==> src/rtl/div_pkg.sv <==
package div_pkg;

  // Strobes from the controller to the datapath; at most one is set per cycle.
  typedef struct packed {
    logic load;   // capture operand magnitudes and sign intents
    logic step;   // one restoring-division iteration
    logic fixup;  // apply signs, write result registers
  } divStrobe_t;

  typedef enum logic [1:0] {
    ST_IDLE = 2'd0,
    ST_RUN  = 2'd1,
    ST_FIX  = 2'd2
  } divState_t;

endpackage

==> src/rtl/div_ctrl.sv <==
module div_ctrl
  import div_pkg::*;
#(
  parameter int WIDTH = 32
) (
  input  logic       clk,
  input  logic       rstN,
  input  logic       start,
  output divStrobe_t strb,
  output logic       busy,
  output logic       done
);

  localparam int CNT_W = (WIDTH > 1) ? $clog2(WIDTH) : 1;
  localparam logic [CNT_W-1:0] LAST_STEP = CNT_W'(WIDTH - 1);

  divState_t        state;
  divState_t        stateNext;
  logic [CNT_W-1:0] stepCnt;
  logic             doneReg;

  always_comb begin
    stateNext = state;
    strb      = '0;
    unique case (state)
      ST_IDLE: begin
        if (start) begin
          strb.load = 1'b1;
          stateNext = ST_RUN;
        end
      end
      ST_RUN: begin
        strb.step = 1'b1;
        if (stepCnt == LAST_STEP) stateNext = ST_FIX;
      end
      ST_FIX: begin
        strb.fixup = 1'b1;
        stateNext  = ST_IDLE;
      end
      default: stateNext = ST_IDLE;
    endcase
  end

  always_ff @(posedge clk) begin
    if (!rstN) begin
      state   <= ST_IDLE;
      stepCnt <= '0;
      doneReg <= 1'b0;
    end else begin
      state   <= stateNext;
      doneReg <= strb.fixup;
      if (strb.load)      stepCnt <= '0;
      else if (strb.step) stepCnt <= stepCnt + 1'b1;
    end
  end

  assign busy = (state != ST_IDLE);
  assign done = doneReg;

endmodule

==> src/rtl/div_datapath.sv <==
module div_datapath
  import div_pkg::*;
#(
  parameter int WIDTH = 32
) (
  input  logic             clk,
  input  logic             rstN,
  input  divStrobe_t       strb,
  input  logic             isSigned,
  input  logic [WIDTH-1:0] dividend,
  input  logic [WIDTH-1:0] divisor,
  output logic [WIDTH-1:0] hiOut,
  output logic [WIDTH-1:0] loOut,
  output logic             divByZero
);

  localparam int SH_W = WIDTH + 1;  // shifted partial remainder
  localparam int TR_W = WIDTH + 2;  // trial difference with borrow bit

  logic [WIDTH-1:0] remReg;
  logic [WIDTH-1:0] quoReg;
  logic [WIDTH-1:0] divReg;
  logic             negQuo;
  logic             negRem;
  logic             zeroDiv;
  logic [WIDTH-1:0] hiReg;
  logic [WIDTH-1:0] loReg;
  logic             dbzReg;

  // Operand magnitudes; the most negative value keeps its bit pattern,
  // which is its correct unsigned magnitude.
  logic             aNeg;
  logic             bNeg;
  logic [WIDTH-1:0] absA;
  logic [WIDTH-1:0] absB;

  assign aNeg = isSigned & dividend[WIDTH-1];
  assign bNeg = isSigned & divisor[WIDTH-1];
  assign absA = aNeg ? (~dividend + 1'b1) : dividend;
  assign absB = bNeg ? (~divisor + 1'b1) : divisor;

  // One restoring iteration: shift in the next dividend bit, try the subtract,
  // and restore (keep the shifted value) when the trial goes negative.
  logic [SH_W-1:0] shifted;
  logic [TR_W-1:0] trial;
  logic            trialNeg;
  logic [WIDTH-1:0] remNext;

  assign shifted  = {remReg, quoReg[WIDTH-1]};
  assign trial    = {1'b0, shifted} - {2'b00, divReg};
  assign trialNeg = trial[TR_W-1];
  assign remNext  = trialNeg ? shifted[WIDTH-1:0] : trial[WIDTH-1:0];

  logic [WIDTH-1:0] quoSigned;
  logic [WIDTH-1:0] remSigned;

  assign quoSigned = negQuo ? (~quoReg + 1'b1) : quoReg;
  assign remSigned = negRem ? (~remReg + 1'b1) : remReg;

  always_ff @(posedge clk) begin
    if (!rstN) begin
      remReg  <= '0;
      quoReg  <= '0;
      divReg  <= '0;
      negQuo  <= 1'b0;
      negRem  <= 1'b0;
      zeroDiv <= 1'b0;
      hiReg   <= '0;
      loReg   <= '0;
      dbzReg  <= 1'b0;
    end else begin
      if (strb.load) begin
        remReg  <= '0;
        quoReg  <= absA;
        divReg  <= absB;
        negQuo  <= aNeg ^ bNeg;
        negRem  <= aNeg;
        zeroDiv <= (divisor == '0);
      end
      if (strb.step) begin
        remReg <= remNext;
        quoReg <= {quoReg[WIDTH-2:0], ~trialNeg};
      end
      if (strb.fixup) begin
        hiReg  <= remSigned;
        loReg  <= zeroDiv ? '1 : quoSigned;
        dbzReg <= zeroDiv;
      end
    end
  end

  assign hiOut     = hiReg;
  assign loOut     = loReg;
  assign divByZero = dbzReg;

endmodule

==> src/rtl/seq_divider.sv <==
module seq_divider
  import div_pkg::*;
#(
  parameter int WIDTH = 32
) (
  input  logic             clk,
  input  logic             rstN,
  input  logic             start,
  input  logic             isSigned,
  input  logic [WIDTH-1:0] dividend,
  input  logic [WIDTH-1:0] divisor,
  output logic             busy,
  output logic             done,
  output logic             divByZero,
  output logic [WIDTH-1:0] hiOut,
  output logic [WIDTH-1:0] loOut
);

  divStrobe_t strb;

  div_ctrl #(.WIDTH(WIDTH)) uCtrl (
    .clk   (clk),
    .rstN  (rstN),
    .start (start),
    .strb  (strb),
    .busy  (busy),
    .done  (done)
  );

  div_datapath #(.WIDTH(WIDTH)) uPath (
    .clk       (clk),
    .rstN      (rstN),
    .strb      (strb),
    .isSigned  (isSigned),
    .dividend  (dividend),
    .divisor   (divisor),
    .hiOut     (hiOut),
    .loOut     (loOut),
    .divByZero (divByZero)
  );

endmodule

==> config.mk <==
export PLATFORM = sky130hd
export DESIGN_NAME = seq_divider
export DESIGN_NICKNAME = d
export VERILOG_FILES = /design/src/rtl/div_pkg.sv /design/src/rtl/div_ctrl.sv /design/src/rtl/div_datapath.sv /design/src/rtl/seq_divider.sv
export SDC_FILE = /design/constraint.sdc
export NUM_CORES = 1
export LEC_CHECK = 0
export ABC_AREA = 1
export BUFFER_PORTS_ARGS = -buffer_cell sky130_fd_sc_hd__buf_2
export CORE_UTILIZATION = 40
export CTS_BUF_LIST = sky130_fd_sc_hd__clkbuf_8
export DETAILED_ROUTE_END_ITERATION = 10
export PLACE_DENSITY = 0.59
export SKIP_CTS_REPAIR_TIMING = 1
export SYNTH_ARGS = -nofsm -noshare
export SYNTH_HDL_FRONTEND = slang
export SYNTH_HIERARCHICAL = 1
export SYNTH_SLANG_ARGS = --single-unit
==> constraint.sdc <==
create_clock -name clk -period 2.95 [get_ports clk]
set_clock_uncertainty 0.05 [all_clocks]
set_input_delay 0.59 -clock clk [delete_from_list [all_inputs] [get_ports clk]]
set_output_delay 0.59 -clock clk [all_outputs]
set_load 0.005 [all_outputs]
==> results of run 1 <==
## critical path, delay by kind of cell (launching register included)
kind / cells / cell delay (ns)
buffers and inverters: 1 / 0.06
DFF: 1 / 0.58
and+or+nand+nor: 9 / 1.30
AOI/OAI and AO/OA: 2 / 0.14
adders and majority gates: 1 / 0.38
## cell usage after synthesis, types with 8 or more instances
library cell / number / share of area [%]
a22oi_1: 19 / 1.1
nand3b_1: 12 / 0.69
buf_1: 10 / 0.29
o221ai_1: 21 / 1.4
a31oi_1: 29 / 1.4
a21oi_1: 102 / 3.9
nor3_1: 18 / 0.69
nor2_1: 247 / 7.1
a21oi_2: 31 / 2.1
ha_1: 38 / 3.6
o21ai_0: 111 / 4.2
nand3_1: 168 / 6.4
nand4_1: 25 / 1.2
clkbuf_1: 46 / 1.3
o211ai_1: 19 / 1.1
dfxtp_1: 172 / 26
nand2_2: 27 / 1.3
xnor2_1: 18 / 1.2
or2_2: 8 / 0.38
nand2_1: 556 / 16
nand3_2: 21 / 1.6
xor2_1: 30 / 2.0
nor2_2: 9 / 0.43
inv_1: 357 / 10
o21ai_1: 10 / 0.38
## flip-flops by register name, indices dropped and copies added (netlist names)
name,flops
uPath/divByZero,1
uPath/hiOut,32
uCtrl/done,1
uPath/zeroDiv,1
uPath/remReg,32
uPath/loOut,32
uCtrl/stepCnt,5
uPath/divReg,32
uPath/quoReg,32
uPath/negRem,1
uCtrl/state,2
uPath/negQuo,1
## kinds of logic (layout without fill, tap and decap cells)
| logic type | after synthesis | after routing | share of synthesized area, % |
|---|---|---|---|
| DFF | 172 | 172 | 26.33 |
| xor gates and xnor gates | 48 | 48 | 3.215 |
| AOI/OAI and AO/OA | 350 | 350 | 16.13 |
| and+or+nand+nor | 1111 | 1111 | 37.26 |
| buffers and inverters | 439 | 557 | 13.27 |
| adders and majority gates | 39 | 39 | 3.789 |
## cell type report
class                   instances  area (um2)  area share [%]
inverters                     366        1378           9.443
multi-input cells            1548        7915           54.25
well taps                     435       544.3           3.731
clock buffers                  18       247.7           1.698
flip-flops and latches        172        3443           23.60
clock inverters                14       177.7           1.218
repair buffers                159       883.3           6.055
## power by group through the flow
| stage | registers (uW) | clock network [uW] | logic [uW] |
|---|---|---|---|
| after detailed placement | 2950 | 0 | 7520 |
| after floorplan | 2770 | 0 | 6030 |
| final | 2910 | 1860 | 7620 |
| after CTS | 2900 | 1920 | 7550 |
| after global routing | 2920 | 2010 | 8580 |
| after global placement | 2960 | 0 | 7500 |
## path summary, 6_finish.rpt
| path | from | end | slack (ns) | cells after the start |
|---|---|---|---|---|
| hold / removal | start | uCtrl/state[0]$_SDFFE_PN0P_ | 0.35 | 3 |
| hold reg to reg | uPath/divReg[31]$_SDFFE_PN0P_ | uPath/divReg[31]$_SDFFE_PN0P_ | 0.42 | 2 |
| setup / recovery | uPath/remReg[19]$_SDFFE_PN0P_ | uPath/remReg[28]$_SDFFE_PN0P_ | 0.29 | 13 |
| setup reg to reg | uPath/remReg[19]$_SDFFE_PN0P_ | uPath/remReg[28]$_SDFFE_PN0P_ | 0.29 | 13 |
## per-stage QoR
| stage | hold WS (ns) | cells | utilization, % | area (um2) | worst slack, ns |
|---|---|---|---|---|---|
| finish | 0.3454 | 2712 | 45.76 | 14590 | 0.2882 |
| CTS | 0.3102 | 2712 | 45.76 | 14590 | 0.3132 |
| floorplan | 0.3953 | 2159 | - | 13080 | 0.9487 |
| global placement | 0.4061 | 2680 | 44.43 | 14160 | 0.3557 |
| detailed placement | 0.4084 | 2680 | 44.43 | 14160 | 0.3556 |
| global route | 0.3398 | 2712 | 45.76 | 14590 | 0.1318 |
## per-layer routing
metal  track usage [%]  share of wire (%)
met1             35.19                 46
met2             44.53                 46
met5                 0                  0
met3             3.753                5.2
met4             8.600                2.6
==> flow_metrics.tcl, run 1 <==
set metrics [dict create \
    slew_violations 0 \
    setup_tns_ns 0 \
    syn_nets 2266 \
    dieArea_um2 33420 \
    clkPwrFrac_pct 15.0 \
    synth_async_sr_flop_share_pct 0 \
    syn_area_um2 13080 \
    syn_avg_cell_area_um2 6.057 \
    grt_pass1_wl_mm 69.56 \
    crit_path_cell_trace "ha_1 -> nand2_1 -> inv_1 -> nand2_1 -> nand2_1 -> nand2_1 -> a21oi_4 -> nor2_8 -> nand2_8 -> nand2_4 -> nand2_1 -> nand2_1 -> a21oi_2" \
    synth-edff-count 0 \
    clock_path_buffers 2 \
    cts_root_buf "clkbuf_8" \
    synth-seq-cells 172 \
    drc 0 \
    seq_power_share_pct 23.5 \
    chipHeight_um 182.8 \
    num_rows 65 \
    syn-instance-count 2159 \
    drt-total-wl_mm 43.33 \
    start_util_pct 41.02 \
    crit_arrival_ns 2.96 \
    cp_max_fo 33 \
    swShare_pct 52.46 \
    p_sw_uw 6496 \
    slew_headroom_pct 41.94 \
    viasPerCell 5.053 \
    gp_congestion 1.030 \
    cp-end-kind "flip-flop" \
    grt_max_degree 90 \
    area_growth_pct 11.57 \
    htreeDepth 4 \
    final_layout_size_suffix_gt1_share_pct 13.48 \
    required_ns 3.25 \
    io_pins 135 \
    drt-wirelength-per-cell_um 15.98 \
    min_path_type "input pin to flip-flop" \
    leakage_uw 0.007427 \
    irDropWorstVdd_mv 0.5877 \
    via_count 13703 \
    final_common_cell "nand2_1" \
    cts_tree "built" \
    synth.distinct_cells 50 \
    core_um2 31880 \
    layout_common_cells "nand2_1 (556), inv_1 (357), nor2_1 (244)" \
    p_int_uw 5886 \
    ys_seq_area_share_pct 26.33 \
    path_class "flip-flop to flip-flop" \
    cp_slowest_stage_delay_ns 0.58 \
    cap_violations 0 \
    slowest_stage "dfxtp_1" \
    insertedDiodeCount 0 \
    power_uw 12380 \
    setup_viol 0 \
    overflow 0 \
    fin_nets 2371 \
    synth-main-ff-cell "dfxtp_1" \
    fp.dieW_um 182.8 \
    fmax_mhz 375.7 \
    combPwrFrac_pct 61.5 \
    outcome "completed" \
    drt_iter0_markers 976 \
    ant_nets 0 \
    cts_buffers 17 \
    timing.final.hold_violations 0 \
    grt_usage_pct 26.61 \
    clk_pin_slew_ns 0.11 \
    worst_pin_slew_ns 0.8709 \
    hpwl_mm 34.11 \
    finalCriticalPeriod_ns 2.662 \
    crit_top_cell "nand2_1" \
    p_per_area_nw_per_um2 848.7 \
    clock_sinks 172 \
    rsz0062_at_grt "no" \
    first_global_vias 12830 \
    firstDrtPassIters 7 \
    yosysWarnings 6 \
    start_kind "flip-flop" \
    port_buffers 134 \
    antenna_found_initial 0 \
    nFillCells 3547 \
    clock_latency_ns 0.49 \
    post-route-period-util_pct 90.23 \
]
Note: power is estimated with default switching activity, not from simulation.
==> inputs of run 2 (changes only) <==
ABC_AREA = unset   (was 1)
PLACE_DENSITY = 0.6   (was 0.59)
==> run 2 against run 1 <==
The flow now finishes with violations (DRC, setup timing). Final cell count decreased by 30%. Routed wire length down 28%. Sequential cell count did not move. Count of clock-buffer cells in the layout decreased by 1. Via count is 24% lower. Combinational power shrank 82%. Critical path type unchanged. Fmax is 10% lower. Non-clock buffer count up 90. Largest cell class unchanged. Worst setup slack worse by 0.30 ns. Total power decreased by 54%. Register-to-register slack worse by 0.30 ns.
==> flow_metrics.tcl, run 2 <==
set metrics [dict create \
    required_ns 3.32 \
    setup_viol 1 \
    syn-instance-count 1357 \
    ant_nets 0 \
    antenna_found_initial 3 \
    drt-total-wl_mm 31.14 \
    leakage_uw 0.005814 \
    grt_max_degree 129 \
    cp_max_fo 3 \
    rsz0062_at_grt "yes" \
    synth_top_area_share_pct 31.93 \
    met2_usage_pct 33.09 \
    holdPathStages 3 \
    finalWorstSetupSlack_ns -0.01173 \
    outcome "finished with violations" \
    cp_slowest_stage_delay_ns 0.51 \
    timing.final.hold_violations 0 \
    drt-wirelength-per-cell_um 16.43 \
    drc 22 \
    synth.distinct_cells 67 \
    final_layout_size_suffix_gt1_share_pct 20.82 \
    final_common_cell "dfxtp_1" \
    r2r-start "uPath/divReg[7]$_SDFFE_PN0P_" \
    num_rows 59 \
    min_path_type "input pin to flip-flop" \
    crit_family "compound AO/OA/AOI/OAI gates" \
    clock_path_buffers 2 \
    first_global_vias 9333 \
    overflow 0 \
    met1_usage_pct 32.21 \
    cap_violations 0 \
    violations "DRC, setup timing" \
    finalCriticalPeriod_ns 2.962 \
    slowest_stage "a2111oi_1" \
    critPathBufInv 2 \
    dp.cells 1855 \
    r2r_slack_ns -0.01 \
    core_um2 26280 \
    viasPerCell 5.520 \
    htreeDepth 4 \
    r2r_end "uPath/remReg[28]$_SDFFE_PN0P_" \
    gp_congestion 0.8565 \
    setup_tns_ns -0.01173 \
    crit_arrival_ns 3.34 \
    yosysTopAreaCell "dfxtp_1" \
    r2r.worst_path.cells 12 \
    cts_tree "built" \
    irDropWorstVdd_mv 0.2017 \
    whs_endpoint "uPath/divReg[21]$_SDFFE_PN0P_" \
    crit_path_cell_trace "inv_1 -> ha_1 -> a2111oi_1 -> o21ai_2 -> a22o_1 -> a2111oi_4 -> buf_4 -> o21ai_1 -> a21oi_2 -> nor3b_1 -> o31ai_1 -> a22o_1" \
    drt_iter0_markers 751 \
    power_uw 5649 \
    firstDrtPassIters 8 \
    fin_nets 1650 \
    io_pins 135 \
    multi_input_area_um2 6973 \
    fmax_mhz 337.6 \
    yosysMostFrequentCell "dfxtp_1" \
    grt_usage_pct 22.04 \
    stdcell_count 1895 \
    synth_commonest_cells "dfxtp_1 (172), nand2_1 (141), o21ai_0 (135)" \
    grt_pass1_wl_mm 49.23 \
    fp.dieW_um 166.2 \
    regArea_um2 3446 \
    synth-edff-count 0 \
    hold_start "divisor[21]" \
    clock_latency_ns 0.48 \
    dieArea_um2 27620 \
    cp-end-kind "flip-flop" \
    synth-seq-cells 172 \
    slew_headroom_pct 61.65 \
    synth_async_sr_flop_share_pct 0 \
    clock_sinks 172 \
    globalRouteMet3Util_pct 3.980 \
    synth-main-ff-cell "dfxtp_1" \
    nFillCells 2631 \
    crit_top_cell "a22o_1" \
    area_growth_pct 21.46 \
    clk_pin_slew_ns 0.11 \
    port_buffers 134 \
    yosys-top-cells-area "dfxtp_1 (32%), xor2_1 (7.8%), o21ai_0 (6.3%)" \
    cts_root_buf "clkbuf_8" \
    slew_violations 0 \
    yosysWarnings 6 \
    p_per_area_nw_per_um2 431.2 \
    post-route-period-util_pct 100.4 \
    worst_pin_slew_ns 0.5738 \
    start_util_pct 41.04 \
    syn_area_um2 10790 \
    layout_common_cells "dfxtp_1 (170), nand2_1 (141), buf_2 (133)" \
    syn_nets 1464 \
    path_class "flip-flop to flip-flop" \
    globalRoute.busiestLayer "met2" \
    cts_buffers 17 \
    start_kind "flip-flop" \
    syn_avg_cell_area_um2 7.948 \
    chipHeight_um 166.2 \
    dp_slack_ns -0.1322 \
    ys_seq_area_share_pct 31.93 \
    hpwl_mm 23.31 \
    via_count 10460 \
]
## run 2: cell families (layout without fill, tap and decap cells)
family                   Yosys count  in the layout  synth area share [%]
adder cells (fa/ha/maj)           39             39                 4.594
other                              0              4                     0
AND/OR/NAND/NOR                  400            400                 18.28
XOR/XNOR                         138            138                 11.21
buffers and inverters            134            333                 4.988
flip-flops                       172            172                 31.93
multiplexers                      15             15                 1.404
AO/OA/AOI/OAI                    459            459                 27.60
## run 2: stage by stage
step                utilization (%)  instance area [um2]  hold slack, ns
CTS                           49.08                12900          0.3641
detailed placement            47.37                12450          0.4112
finish                        49.85                13100          0.3974
global placement              47.37                12450          0.4074
floorplan                         -                10790          0.4039
global route                  49.84                13100          0.3763
## run 2: tightest hold or removal path, cell delays in order
cell,delay [ns]
buf_2,0.10
xnor2_1,0.13
a21oi_1,0.07
## run 2: how the worst max path moves through the flow
stage	start	end	slack (ns)	depth (start not counted)
2_1_floorplan	uPath/quoReg[4]$_SDFFE_PN0P_	uPath/loOut[29]$_SDFFE_PN0P_	0.02	9
3_3_place_gp	uPath/quoReg[31]$_SDFFE_PN0P_	uPath/remReg[28]$_SDFFE_PN0P_	-0.11	14
3_5_place_dp	uPath/quoReg[31]$_SDFFE_PN0P_	uPath/remReg[28]$_SDFFE_PN0P_	-0.13	13
4_1_cts	uPath/quoReg[31]$_SDFFE_PN0P_	uPath/remReg[28]$_SDFFE_PN0P_	-0.17	13
5_1_grt	uPath/divReg[7]$_SDFFE_PN0P_	uPath/remReg[28]$_SDFFE_PN0P_	-0.15	12
6_report	uPath/divReg[7]$_SDFFE_PN0P_	uPath/remReg[28]$_SDFFE_PN0P_	-0.01	12
## run 2: power by group
| group | leakage [uW] | internal, uW | switching [uW] | total, uW |
|---|---|---|---|---|
| clock network | 0.000222 | 746 | 1070 | 1820 |
| registers | 0.00140 | 2400 | 92.6 | 2500 |
| logic | 0.00419 | 592 | 745 | 1340 |
## run 2: final cells by class
cell class / count / share of cell area, %
Antenna cell: 4 / 0.07641
Clock buffer: 17 / 1.786
Clock inverter: 15 / 1.643
Inverter: 52 / 1.490
Multi-Input combinational cell: 1051 / 53.23
Sequential cell: 172 / 26.30
Tap cell: 335 / 3.200
Timing Repair Buffer: 249 / 12.27
## run 2: per-layer routing
layer | routed length [um] | vias up
li1 | - | 5256
met4 | 299 | 0
met2 | 13300 | 242
met5 | 0 | -
met3 | 1620 | 21
met1 | 15920 | 4941
